`config.mk`:
```
export PLATFORM = sky130hd
export DESIGN_NAME = tamper_router
export DESIGN_NICKNAME = d
export VERILOG_FILES = /design/src/rtl/trr_pkg.sv /design/src/rtl/trr_pair_cell.sv /design/src/rtl/trr_event_status.sv /design/src/rtl/trr_action_status.sv /design/src/rtl/tamper_router.sv
export SDC_FILE = /design/constraint.sdc
export NUM_CORES = 1
export LEC_CHECK = 0
export ABC_CLOCK_PERIOD_IN_PS = 3600
export CAP_MARGIN = 10
export CORE_UTILIZATION = 50
export CTS_CLUSTER_DIAMETER = 120
export DETAILED_ROUTE_END_ITERATION = 8
export DONT_BUFFER_PORTS = 1
export PLACE_DENSITY_LB_ADDON = 0.3
export RECOVER_POWER = 100
export SLEW_MARGIN = 15
export SYNTH_ARGS = -nofsm -noshare
export SYNTH_HDL_FRONTEND = slang
export SYNTH_SLANG_ARGS = --single-unit
```
`constraint.sdc`:
```
create_clock -name clk -period 3.6 [get_ports clk]
set_clock_uncertainty 0.15 [all_clocks]
set_input_delay 0.54 -clock clk [delete_from_list [all_inputs] [get_ports clk]]
set_output_delay 0.54 -clock clk [all_outputs]
set_load 0.02 [all_outputs]
```
`src/rtl/trr_pkg.sv`:
```
package trr_pkg;
  localparam logic [1:0] CODE_IDLE = 2'b10;
  localparam logic [1:0] CODE_ON   = 2'b01;

  // pair may still be written: primary in {01,10} and secondary exactly 10
  function automatic logic pair_open(input logic [1:0] pri, input logic [1:0] sec);
    return ((pri == CODE_ON) || (pri == CODE_IDLE)) && (sec == CODE_IDLE);
  endfunction

  // every combination except the idle default routes the event
  function automatic logic pair_routed(input logic [1:0] pri, input logic [1:0] sec);
    return !((pri == CODE_IDLE) && (sec == CODE_IDLE));
  endfunction

  // word address of a select word
  function automatic int sel_word_addr(input int tgt, input int grp, input int half,
                                       input int ngrp, input int base);
    return base + 2 * (tgt * ngrp + grp) + half;
  endfunction
endpackage

```
`src/rtl/trr_pair_cell.sv`:
```
module trr_pair_cell
  import trr_pkg::*;
(
  input  logic       clk,
  input  logic       rst_n,
  input  logic       wr_pri,
  input  logic       wr_sec,
  input  logic [1:0] wd_pri,
  input  logic [1:0] wd_sec,
  output logic [1:0] pri_q,
  output logic [1:0] sec_q,
  output logic       routed
);
  logic open_now;
  assign open_now = pair_open(pri_q, sec_q);
  assign routed   = pair_routed(pri_q, sec_q);

  always_ff @(posedge clk or negedge rst_n) begin
    if (!rst_n) begin
      pri_q <= CODE_IDLE;
      sec_q <= CODE_IDLE;
    end else if (open_now) begin
      if (wr_pri) pri_q <= wd_pri;
      if (wr_sec) sec_q <= wd_sec;
    end
  end

  // a closed pair never changes and never reopens
  assert_lock_holds_R4: assert property (@(posedge clk) disable iff (!rst_n)
    !open_now |=> ($stable(pri_q) && $stable(sec_q)));
  // a closed pair always routes
  assert_locked_routes_R3: assert property (@(posedge clk) disable iff (!rst_n)
    (wr_pri || wr_sec) && !open_now |=> routed);
endmodule

```
`src/rtl/trr_event_status.sv`:
```
module trr_event_status #(
  parameter int NEV = 20
) (
  input  logic           clk,
  input  logic           rst_n,
  input  logic [NEV-1:0] lvl_i,
  input  logic [NEV-1:0] pulse_i,
  input  logic [NEV-1:0] clr_i,
  output logic [NEV-1:0] stat_q
);
  logic [NEV-1:0] lvl_q;
  logic [NEV-1:0] rise;
  assign rise = (lvl_i & ~lvl_q) | pulse_i;

  always_ff @(posedge clk or negedge rst_n) begin
    if (!rst_n) begin
      lvl_q  <= '0;
      stat_q <= '0;
    end else begin
      lvl_q  <= lvl_i;
      stat_q <= (stat_q & ~clr_i) | rise;
    end
  end

  // a rising edge always lands in status
  assert_edge_sets_R5: assert property (@(posedge clk) disable iff (!rst_n)
    1'b1 |=> (($past(rise) & ~stat_q) == '0));
  // set bits survive unless written with 1
  assert_sticky_R5: assert property (@(posedge clk) disable iff (!rst_n)
    1'b1 |=> (($past(stat_q) & ~$past(clr_i) & ~stat_q) == '0));
endmodule

```
`src/rtl/trr_action_status.sv`:
```
module trr_action_status #(
  parameter int NT = 3
) (
  input  logic          clk,
  input  logic          rst_n,
  input  logic [NT-1:0] cause_i,
  input  logic [NT-1:0] clr_i,
  output logic [NT-1:0] stat_q
);
  always_ff @(posedge clk or negedge rst_n) begin
    if (!rst_n) stat_q <= '0;
    else        stat_q <= (stat_q & ~clr_i) | cause_i;
  end

  // a pending routed cause sets the target on the next edge
  assert_cause_latches_R7: assert property (@(posedge clk) disable iff (!rst_n)
    1'b1 |=> (($past(cause_i) & ~stat_q) == '0));
  // a target holds until cleared with its cause gone
  assert_target_holds_R8: assert property (@(posedge clk) disable iff (!rst_n)
    1'b1 |=> (($past(stat_q) & ~$past(clr_i) & ~stat_q) == '0));
  // a target never rises without a cause
  assert_no_spurious_R9: assert property (@(posedge clk) disable iff (!rst_n)
    1'b1 |=> ((stat_q & ~$past(stat_q) & ~$past(cause_i)) == '0));
endmodule

```
`src/rtl/tamper_router.sv`:
```
module tamper_router
  import trr_pkg::*;
#(
  parameter int NUM_HW   = 18,
  parameter int NUM_RESP = 2,
  parameter int ADDR_W   = 8,
  parameter int SEL_BASE = 64,
  parameter int SW0_ADDR = 8,
  parameter int SW1_ADDR = 9
) (
  input  logic                clk,
  input  logic                rst_n,
  input  logic [NUM_HW-1:0]   ev_i,
  input  logic                wr_en,
  input  logic [ADDR_W-1:0]   wr_addr,
  input  logic [31:0]         wr_data,
  input  logic [ADDR_W-1:0]   rd_addr,
  output logic [31:0]         rd_data,
  output logic                irq_o,
  output logic [NUM_RESP-1:0] resp_o
);
  localparam int NEV    = NUM_HW + 2;
  localparam int NT     = NUM_RESP + 1;
  localparam int GRP_SZ = 16;
  localparam int NGRP   = (NEV + GRP_SZ - 1) / GRP_SZ;
  localparam int NPAD   = NGRP * GRP_SZ;

  logic [NEV-1:0]                  ev_stat, ev_clr, ev_pulse, ev_lvl;
  logic [NPAD-1:0]                 ev_pad;
  logic [NT-1:0]                   act_stat, act_clr, cause;
  logic [NT-1:0][NEV-1:0]          route_m;
  logic [NT-1:0][NGRP-1:0][1:0][31:0] selw;
  logic                            sw0_hit, sw1_hit;

  assign sw0_hit  = wr_en && (wr_addr == ADDR_W'(SW0_ADDR)) && (wr_data != '0);
  assign sw1_hit  = wr_en && (wr_addr == ADDR_W'(SW1_ADDR)) && (wr_data != '0);
  assign ev_lvl   = NEV'(ev_i);
  assign ev_pulse = {sw1_hit, sw0_hit, {NUM_HW{1'b0}}};
  assign ev_pad   = NPAD'(ev_stat);

  for (genvar e = 0; e < NEV; e++) begin : g_evclr
    assign ev_clr[e] = wr_en && (wr_addr == ADDR_W'(e / GRP_SZ)) && wr_data[e % GRP_SZ];
  end

  for (genvar t = 0; t < NT; t++) begin : g_tgt
    assign act_clr[t] = wr_en && (wr_addr == '0) && wr_data[GRP_SZ + t];
    assign cause[t]   = |(route_m[t] & ev_stat);
    for (genvar e = 0; e < NPAD; e++) begin : g_ev
      localparam int G = e / GRP_SZ;
      localparam int K = e % GRP_SZ;
      if (e < NEV) begin : g_cell
        localparam int A0 = sel_word_addr(t, G, 0, NGRP, SEL_BASE);
        logic [1:0] pri, sec;
        trr_pair_cell u_pair (
          .clk    (clk),
          .rst_n  (rst_n),
          .wr_pri (wr_en && (wr_addr == ADDR_W'(A0))),
          .wr_sec (wr_en && (wr_addr == ADDR_W'(A0 + 1))),
          .wd_pri (wr_data[2*K +: 2]),
          .wd_sec (wr_data[2*K +: 2]),
          .pri_q  (pri),
          .sec_q  (sec),
          .routed (route_m[t][e])
        );
        assign selw[t][G][0][2*K +: 2] = pri;
        assign selw[t][G][1][2*K +: 2] = sec;
      end else begin : g_pad
        assign selw[t][G][0][2*K +: 2] = 2'b00;
        assign selw[t][G][1][2*K +: 2] = 2'b00;
      end
    end
  end

  trr_event_status #(.NEV(NEV)) u_evs (
    .clk(clk), .rst_n(rst_n), .lvl_i(ev_lvl), .pulse_i(ev_pulse),
    .clr_i(ev_clr), .stat_q(ev_stat)
  );

  trr_action_status #(.NT(NT)) u_act (
    .clk(clk), .rst_n(rst_n), .cause_i(cause), .clr_i(act_clr), .stat_q(act_stat)
  );

  assign irq_o  = act_stat[0];
  assign resp_o = act_stat[NT-1:1];

  always_comb begin
    rd_data = '0;
    for (int g = 0; g < NGRP; g++)
      if (rd_addr == ADDR_W'(g)) rd_data[GRP_SZ-1:0] = ev_pad[g*GRP_SZ +: GRP_SZ];
    if (rd_addr == '0) rd_data[GRP_SZ +: NT] = act_stat;
    for (int t = 0; t < NT; t++)
      for (int g = 0; g < NGRP; g++)
        for (int h = 0; h < 2; h++)
          if (rd_addr == ADDR_W'(sel_word_addr(t, g, h, NGRP, SEL_BASE)))
            rd_data = selw[t][g][h];
  end

  // a nonzero write to a software trigger raises its event
  assert_sw_event_R6: assert property (@(posedge clk) disable iff (!rst_n)
    sw0_hit |=> ev_stat[NUM_HW]);
  assert_sw_event1_R6: assert property (@(posedge clk) disable iff (!rst_n)
    sw1_hit |=> ev_stat[NUM_HW+1]);
  // with nothing routed and pending, the interrupt cannot rise
  assert_irq_needs_route_R9: assert property (@(posedge clk) disable iff (!rst_n)
    !cause[0] && !irq_o |=> !irq_o);
endmodule

```
Word-level counts from Yosys, hierarchy flattened. Index checks and enable logic that the tools add are counted.

Register bits: 281. Bits of input ports: 69. Word-level logic and storage cells: 765.

Equality and inequality tests: 208. Multiplexer cells: 15. Bitwise gates (word level): 12. Reductions and logical operators: 407.

Operators by type and width (number): $mux W32 (12); $eq A2 B2 Y1 const B (120); $reduce_and A2 Y1 (120); $eq A8 B7 Y1 const B (24); $logic_and A1 B1 Y1 (161); $eq A2 B1 Y1 const B (60); $and A20 B20 Y20 (4); $logic_not A1 Y1 (60); $logic_or A1 B1 Y1 (60); $reduce_or A20 Y1 (3); $or A20 B20 Y20 (2); $mux W16 (2); $reduce_bool A32 Y1 (1); $and A18 B20 Y20 (1); $not A18 Y20 (1); $not A20 Y20 (1); $eq A8 B1 Y1 const B (2); $eq A8 B4 Y1 const B (2); $logic_not A8 Y1 (2); $and A3 B3 Y3 (1); $mux W3 (1); $not A3 Y3 (1); $or A3 B3 Y3 (1).

Longest topological paths before layout. Gate-level depths: netlist of the first run.

Depth in word-level cells: 15. Mapped depth: 8. Gate-level depth less buffers: 7.

Hierarchy. From an unflattened synthesis of the first run, not the netlist that was laid out.

Cell total of the unflattened synthesis: 1512. Area, all modules: 16721.0 sq um.

Modules (own cells, without submodules): trr_pair_cell (instances 60, cells an instance 14, area an instance 188.9 sq um, sequential area each 102.6 sq um); tamper_router (instances 1, cells an instance 563, area an instance 3925.0 sq um, sequential area each 0.0 sq um); trr_event_status (instances 1, cells an instance 100, area an instance 1351.3 sq um, sequential area each 1001.0 sq um); trr_action_status (instances 1, cells an instance 9, area an instance 108.9 sq um, sequential area each 75.1 sq um).

Worst setup path after synthesis of the first run. Ideal clock, no wire load.

Kind: input to output. Start point: in rd_addr[3]. End point: out rd_data[14]. Arrival time: 2.454 ns. Data required time: 2.910 ns. Path slack: 0.456 ns. Stages on the path: 8. Path through: buf_4 -> or2_2 -> clkbuf_1 -> nor3_2 -> buf_4 -> a21oi_1 -> o22a_1 -> o31ai_1.

Longest elaborated chain between the ends: 15. Elaborated cells on any way between the ends: 28. Those cells by class: eq/ne (13); mux (14); reduce/logical (1).

Ends and longest elaborated chain: start, declared (line tamper_router.sv:17) `input logic [ADDR_W-1:0] rd_addr,`; $logic_not A8 Y1 (line tamper_router.sv:89) `if (rd_addr == ADDR_W'(g)) rd_data[GRP_SZ-1:0] = ev_pad[g*GRP_SZ +: GRP_SZ];`; $mux W16 (2 in a row) (line tamper_router.sv:89); $mux W32 (11 in a row) (line tamper_router.sv:94) `if (rd_addr == ADDR_W'(sel_word_addr(t, g, h, NGRP, SEL_BASE)))`; $mux W32 * (line tamper_router.sv:94); end, declared (line tamper_router.sv:18) `output logic [31:0] rd_data,`.

Every way passes the cells marked *; elsewhere a longest branch is shown, timed or not.

Worst setup path after layout of the first run.
Start point: in rd_addr[7]. End point: out rd_data[3].

Same word-level chain as after synthesis.

==> metrics.txt, run 1 <==
relative slew slack about 15%; Critical Path RT just under 3 ns; largest net degree at the start of global routing ~280; worst path cell trace or4b_4 > nor2_2 > clkbuf_1 > nand2_1 > a221oi_1 > a211o_1; Root Buffer Master clkbuf_16; Hold WC Path Type input pin to asynchronous set/reset pin; slowest CP cell or4b_4; status finished, violations left; DR vias/cell between 6 and 7; fin nets ~1.6k; routed len/inst 27.30 um; Syn Nets around 1.5k; Max Fclk slightly below 300 MHz; die footprint 32270 um^2; Pwr per Cell Area 376.1 nW/um^2; final setup TNS 0 ns; area of the core between 30000 and 40000 um^2; antenna violations before repair 1; WP data arrival 2.74 ns; GRT Util Overall 32.32%; setup bufs post-CTS 0; grt ovf 0; worst-case clock buffer depth 3; Static Leak 7.984 nW; share of layout cells above drive strength 1 a little under a quarter; PortBufs 0; ys flop type dfrtp_1; YS warnings 0; First-pass DRT Iterations 8; top post-synthesis cells by area dfrtp_1 26%, dfstp_2 20%, mux2_2 9.1%; CTS tree built; worst skew pair latency roughly 0.56 ns; Final Hold Fails about 230; Post-DP HPWL approximately 35 mm; Peak VDD IR approximately 0.00039 V; failing checks design-rule violations, negative hold slack; first-pass GRT wire length a little under 80 mm; vias in the first global route between 10k and 15k; residual DRC count 8; RSZ-0062 raised after global routing no; post-synth top area share roughly 26%; num ports ~100; fin. max-slew vios 0; Final setup viols 0; Routed Antenna Nets 0; Max FO, Critical Path 19; top post-synthesis cells by count 161 x dfrtp_1, 142 x inv_1, 128 x mux2_2, 120 x dfstp_2, 85 x nand2_1; Die Span Y about 180 um; synth unique cells 73; htree depth 1; GP Congestion 0.9834; Initial Util approximately half; CP endpoint kind output port; CTS Hold Bufs 53; row count between 60 and 70; Chip Width around 180 um; dominant cell type by area after synthesis dfrtp_1; # clock sinks roughly 280; Mapped Avg Cell Area ~11 um^2; area growth from synthesis to layout 13.44%; EDFF count, synth 0; Max-Cap Viols 0; Post-Route WL 52.34 mm; cts repair resizes 0; Hold WS -0.4734 ns; Clock Pin Slew Worst Setup and Hold Paths 0.06 ns; Tot Pwr between 6 and 7 mW; Synth Instances 1418; ys async rst share 100.0%; # diodes 0; Initial DRC Count between 1k and 1.5k; minimum clock period ~3.4 ns; Worst path max stage delay between 0.6 and 0.7 ns; mapped cell area about 16000 um^2; Yosys reg bits approximately 280; r2r setup slk around 1.3 ns; Worst-Margin Slew roughly 1.3 ns; kind of critical path input pin to output port; routed vias ~13k; most frequent cell after synthesis dfrtp_1; Seq/Total Area, Yosys between 40% and 50%; final cycle utilization of the critical path around 95%; CP startpoint kind input pin; CTS buffer count 31
[critical path: cells and delay by family]
kind | cells | cell delay, ns
buffers and inverters | 1 | 0.55
AND/OR/NAND/NOR | 3 | 1.02
AO/OA/AOI/OAI | 2 | 0.62
[cell usage in the layout, fill, tap and decap left out, drive strengths merged, types with 15 or more instances in the layout]
cell,Yosys,final
dfrtp,161,161
inv,142,143
mux2,129,129
dfstp,120,120
nand2,86,86
clkbuf,40,75
ha,60,60
a41o,59,59
o41a,59,59
nand3b,58,58
nor2,54,54
dlygate4sd3,0,53
o21ai,49,49
or4b,38,38
buf,27,36
a22oi,31,31
a21oi,28,28
a22o,26,26
a221o,17,17
nor3,16,16
nand3,15,15
[metal layers]
metal | up-vias | part of all wire, % | track usage, %
li1 | 5637 | - | -
met1 | 6579 | 40 | 43.23
met2 | 689 | 45 | 50.31
met3 | 144 | 11 | 8.002
met4 | 2 | 4.7 | 13.24
met5 | - | 0.017 | 0
[sequential cells by signal, indices dropped and copies added (netlist names)]
register	flops
g_tgt.g_ev.g_cell.u_pair.pri_q	120
g_tgt.g_ev.g_cell.u_pair.sec_q	120
u_act.stat_q	3
u_evs.lvl_q	18
u_evs.stat_q	20
[cell families (layout without fill, tap and decap cells)]
group,Yosys count,count (layout),share of synthesized area (%)
AND/OR/NAND/NOR,345,345,13.95
AO/OA/AOI/OAI,381,381,20.22
flip-flops,281,281,45.51
multiplexers,142,142,10.29
adder cells (fa/ha/maj),60,60,4.757
buffers and inverters,209,312,5.273
[through the flow]
step,cell area (um^2),setup WS [ns],cells,util [%],hold WS (ns)
3_5_place_dp,16510,0.3093,1807,53.56,0.1056
2_1_floorplan,15780,0.4561,1418,-,0.09441
6_report,17900,0.1677,1917,58.06,-0.4734
5_1_grt,17900,0.1125,1917,58.06,-0.4999
4_1_cts,18100,0.2973,1917,58.72,-0.4910
3_3_place_gp,16510,0.2780,1807,53.56,0.1054
[final cells by class]
class	instances	area [um^2]
Fill cell	2620	12930
Multi-Input combinational cell	928	7687
Sequential cell	281	7182
Clock buffer	51	950.9
Timing Repair Buffer	113	943.4
Inverter	142	533.0
Tap cell	396	495.5
Clock inverter	6	108.9
[worst paths after layout]
| kind | startpoint | to | depth (start not counted) |
|---|---|---|---|
| worst min register to register | g_tgt[2].g_ev[16].g_cell.u_pair.sec_q[1] | g_tgt[2].g_ev[16].g_cell.u_pair.sec_q[1] | 1 |
| worst max-delay path | rd_addr[7] | rd_data[3] | 6 |
| max in group asynchronous | rst_n | g_tgt[0].g_ev[18].g_cell.u_pair.sec_q[0] | 0 |
| worst max register to register | g_tgt[2].g_ev[2].g_cell.u_pair.pri_q[1] | u_act.stat_q[2] | 6 |
| min in group clk | wr_data[0] | g_tgt[1].g_ev[16].g_cell.u_pair.sec_q[0] | 1 |
| worst min-delay path | rst_n | g_tgt[2].g_ev[11].g_cell.u_pair.sec_q[0] | 0 |
[power by group]
part / internal [mW] / switching (mW)
logic: 0.0970 / 0.154
clock network: 2.00 / 1.30
registers: 3.18 / 0.00736
total: 5.27 / 1.46
No activity file was read; power rests on OpenSTA's default activity.
==> inputs of run 2 (changes only) <==
- ABC_CLOCK_PERIOD_IN_PS: 3600 -> 4400
- CORE_UTILIZATION: 50 -> 44
- clock period: 3.6 -> 4.4 ns (I/O delays scaled with it)
==> metrics.txt, run 2 (same netlist as run 1, synthesis figures left out) <==
status finished, violations left; failing checks negative hold slack, max-capacitance violations, max-slew violations; first-pass GRT wire length 75.89 mm; kind of critical path input pin to output port; Hold WS -0.3644 ns; PortBufs 0; Reg area 7182 um^2; antenna violations before repair 0; row count between 60 and 70; htree depth 1; most frequent cells in the layout 161 x dfrtp_1, 142 x inv_1, 126 x mux2_2, 120 x dfstp_2, 85 x nand2_1; Routed Antenna Nets 0; fin. max-slew vios 53; setup bufs post-CTS 0; Max-Cap Viols 4; final cycle utilization of the critical path a little over nine tenths; share of layout cells above drive strength 1 between 20% and 30%; First-pass DRT Iterations 5; CP endpoint kind output port; GRT Util Overall approximately 28%; top flop regs g_tgt.g_ev.g_cell.u_pair.pri_q (120), g_tgt.g_ev.g_cell.u_pair.sec_q (120), u_evs.stat_q (20); routed len/inst between 20 and 30 um; Clock Pin Slew Worst Setup and Hold Paths 0.06 ns; final setup TNS 0 ns; Post-Route WL roughly 50 mm; CTS buffer count 31; area growth from synthesis to layout 10.07%; RSZ-0062 raised after global routing no; CTS tree built; Critical Path RT around 3.6 ns; routed vias roughly 13k; vias in the first global route approximately 12k; worst-case clock buffer depth 3; Final setup viols 0; Max Fclk between 200 and 250 MHz; grt ovf 0; die footprint about 37000 um^2; Initial DRC Count about 1.2k; largest net degree at the start of global routing 282; CP startpoint kind input pin; area of the core 34880 um^2; WP data arrival roughly 3.4 ns; Hold WC Path Type input pin to asynchronous set/reset pin; Design Area, Final approximately 17000 um^2; area of the multi-input gates approximately 7700 um^2; # clock sinks ~280; relative slew slack -66.76%; Die Span Y 191.4 um; num ports between 100 and 150; Finished Layout Cells ~1.9k; dpl cells 1841; most common cell after layout, fill and taps aside dfrtp_1; DR vias/cell around 6.5; cts repair resizes 0; Chip Width around 190 um; Post-DP Area 16360 um^2; Root Buffer Master clkbuf_16; Initial Util approximately 45%; GP Congestion about 0.99; Final Hold Fails between 200 and 250; fin nets around 1.6k; minimum clock period 4.171 ns; residual DRC count 0; # diodes 0; Pwr per Cell Area approximately 310 nW/um^2; CTS Hold Bufs 18; Peak VDD IR about 0.00032 V; Worst-Margin Slew 2.492 ns; worst skew pair latency about 0.56 ns; Post-DP HPWL about 35 mm; fillcell total around 3.2k; Max FO, Critical Path 11; Static Leak slightly below 8 nW
==> run 2: changes by cell type in the layout (fill, tap and decap cells not counted), sizes merged <==
cell | previous run | this run
buf | 36 | 20
clkinv | 2 | 5
clkbuf | 75 | 62
dlygate4sd3 | 53 | 18
clkinvlp | 0 | 1
==> run 2: per-stage QoR <==
stage / hold WS [ns] / setup WS (ns) / total power, mW / utilization (%)
global placement: 0.2213 / 0.7665 / 2.763 / 46.89
detailed placement: 0.2220 / 0.7164 / 2.764 / 46.89
finish: -0.3644 / 0.2292 / 5.352 / 49.79
floorplan: 0.2144 / 1.016 / 2.756 / -
global route: -0.3729 / 0.3198 / 5.518 / 49.79
CTS: -0.3773 / 0.7149 / 5.402 / 50.36
==> run 2: path summary, 6_finish.rpt <==
check | startpoint | endpoint | slack, ns | depth (start not counted)
max in group asynchronous | rst_n | g_tgt[1].g_ev[7].g_cell.u_pair.pri_q[0] | 3.86 | 0
max reg2reg | g_tgt[2].g_ev[2].g_cell.u_pair.pri_q[1] | u_act.stat_q[2] | 2.01 | 6
min | rst_n | g_tgt[2].g_ev[11].g_cell.u_pair.pri_q[0] | -0.36 | 0
min in group clk | wr_addr[0] | u_evs.stat_q[18] | 0.03 | 1
min reg2reg | g_tgt[0].g_ev[10].g_cell.u_pair.sec_q[1] | g_tgt[0].g_ev[10].g_cell.u_pair.sec_q[1] | 0.34 | 1
max | rd_addr[3] | rd_data[1] | 0.23 | 6
==> run 2: worst max-delay path: stages <==
cell and delay (ns):
nor4_1 1.23, o2111ai_1 0.50, a22oi_1 0.30, o221ai_1 0.17, a22oi_1 0.29, buf_4 0.20
==> run 2: layout make-up <==
class	instances	area share, %
Clock buffer	47	5.158
Clock inverter	10	0.7780
Inverter	142	3.069
Multi-Input combinational cell	928	44.14
Sequential cell	281	41.35
Tap cell	455	3.278
Timing Repair Buffer	53	2.233
==> run 2: per-layer routing <==
layer / track usage [%] / wire length [um] / vias to the layer above
li1: - / - / 5505
met1: 36.90 / 20730 / 6299
met2: 43.49 / 22850 / 584
met3: 5.912 / 4758 / 123
met4: 10.96 / 2044 / 0
met5: 0 / 0 / -
==> run 2: power breakdown <==
part	leakage [nW]	switching (mW)	total (mW)	internal (mW)
Sequential	3.33	0.00621	2.61	2.60
Combinational	3.88	0.0760	0.131	0.0549
Clock	0.504	1.04	2.61	1.57
==> inputs of run 3 (changes only) <==
- HOLD_SLACK_MARGIN: not set -> 0.12
==> metrics.txt, run 3 (same netlist as run 1, synthesis figures left out) <==
DR vias/cell approximately 6.5; worst-case clock buffer depth 3; most common cell after layout, fill and taps aside dfrtp_1; CP endpoint kind output port; CTS tree built; htree depth 1; Hold WS -0.3650 ns; final setup TNS 0 ns; Routed Antenna Nets 0; minimum clock period just over 4 ns; grt ovf 0; CP startpoint kind input pin; area of the core about 35000 um^2; relative slew slack -65.15%; fin nets about 1.6k; WP data arrival between 3 and 4 ns; share of layout cells above drive strength 1 23.21%; Die Span Y roughly 190 um; Tot Pwr 5.424 mW; Max-Cap Viols 4; Chip Width approximately 190 um; GP Congestion slightly below 1; kind of critical path input pin to output port; Initial Util a little under half; final cycle utilization of the critical path 94.36%; crit path launch rd_addr[3]; Post-DP HPWL 35.05 mm; Worst-Margin Slew 2.468 ns; CTS Hold Bufs 52; First-pass DRT Iterations 8; die footprint between 30000 and 40000 um^2; Static Leak ~7.9 nW; Root Buffer Master clkbuf_16; Post-Route WL around 52 mm; cts repair resizes 0; most frequent cells in the layout 161 x dfrtp_1, 142 x inv_1, 126 x mux2_2, 120 x dfstp_2, 85 x nand2_1; routed len/inst around 27 um; num ports 104; CTS buffer count 31; antenna violations before repair 1; fin. max-slew vios 46; status finished, violations left; Pwr per Cell Area about 310 nW/um^2; RSZ-0062 raised after global routing no; setup bufs post-CTS 0; Peak VDD IR around 0.00032 V; Final Hold Fails 214; # clock sinks 281; Final setup viols 0; top flop regs g_tgt.g_ev.g_cell.u_pair.pri_q (120), g_tgt.g_ev.g_cell.u_pair.sec_q (120), u_evs.stat_q (20); PortBufs 0; Initial DRC Count 1229; Reg-to-Reg Start g_tgt[2].g_ev[7].g_cell.u_pair.pri_q[1]; largest net degree at the start of global routing around 280; routed vias about 13k; Hold WC Path Type input pin to asynchronous set/reset pin; Clock Pin Slew Worst Setup and Hold Paths 0.06 ns; failing checks negative hold slack, max-capacitance violations, max-slew violations; residual DRC count 0; GRT Util Overall about 29%; Max FO, Critical Path 11; Max Fclk 240.9 MHz; Critical Path RT ~3.6 ns; worst skew pair latency 0.56 ns; first-pass GRT wire length ~78 mm; area growth from synthesis to layout 12.27%; row count between 60 and 70; vias in the first global route approximately 12k
-- run 3: cell count changes in the layout (fill, tap and decap cells not counted), sizes merged --
| cell | previous run | this run |
|---|---|---|
| diode | 0 | 3 |
| dlygate4sd3 | 18 | 52 |
-- run 3: layer usage --
layer	part of all wire (%)	vias up	global-route usage (%)
li1	-	5592	-
met1	41	6417	37.94
met2	45	571	45.08
met3	9.1	135	6.279
met4	4.9	2	12.00
met5	0.017	-	0
-- run 3: final cells by class --
| cell class | instances | area, um^2 |
|---|---|---|
| multi-input combinational | 928 | 7666 |
| inverter | 142 | 533.0 |
| fill | 3161 | 17170 |
| tap | 455 | 569.3 |
| sequential | 281 | 7182 |
| timing repair buffer | 87 | 728.2 |
| clock buffer | 47 | 895.9 |
| clock inverter | 10 | 135.1 |
| antenna | 3 | 7.507 |
-- run 3: final timing paths --
kind                                                       endpoint  slack [ns]  cells past startpoint
setup reg to reg                                    u_act.stat_q[2]        2.02                      6
max in group asynchronous   g_tgt[1].g_ev[7].g_cell.u_pair.pri_q[0]        3.90                      0
hold / removal             g_tgt[2].g_ev[10].g_cell.u_pair.pri_q[0]       -0.37                      0
min in group clk                                    u_evs.stat_q[5]        0.14                      2
setup / recovery                                         rd_data[1]        0.25                      6
hold reg to reg            g_tgt[2].g_ev[11].g_cell.u_pair.sec_q[1]        0.34                      1
-- run 3: per-stage QoR --
step	setup slack [ns]	utilization (%)	cell area (um^2)	instances	hold WS, ns
final	0.2482	50.79	17720	1953	-0.3650
after global routing	0.3201	50.77	17710	1950	-0.3729
after floorplan	1.016	-	15780	1418	0.2144
after global placement	0.7665	46.89	16360	1841	0.2213
after CTS	0.7149	51.33	17910	1950	-0.3773
after detailed placement	0.7164	46.89	16360	1841	0.2220
-- run 3: worst max-delay path: stages --
cell       delay [ns]
nor4_1           1.18
o2111ai_1        0.49
a22oi_1          0.30
o221ai_1         0.18
a22oi_1          0.31
buf_4            0.21
-- run 3: where the power goes --
part,total (mW),leakage [nW],switching (mW),internal [mW]
clock network,2.62,0.504,1.05,1.57
registers,2.61,3.33,0.00608,2.60
logic,0.200,4.02,0.125,0.0751
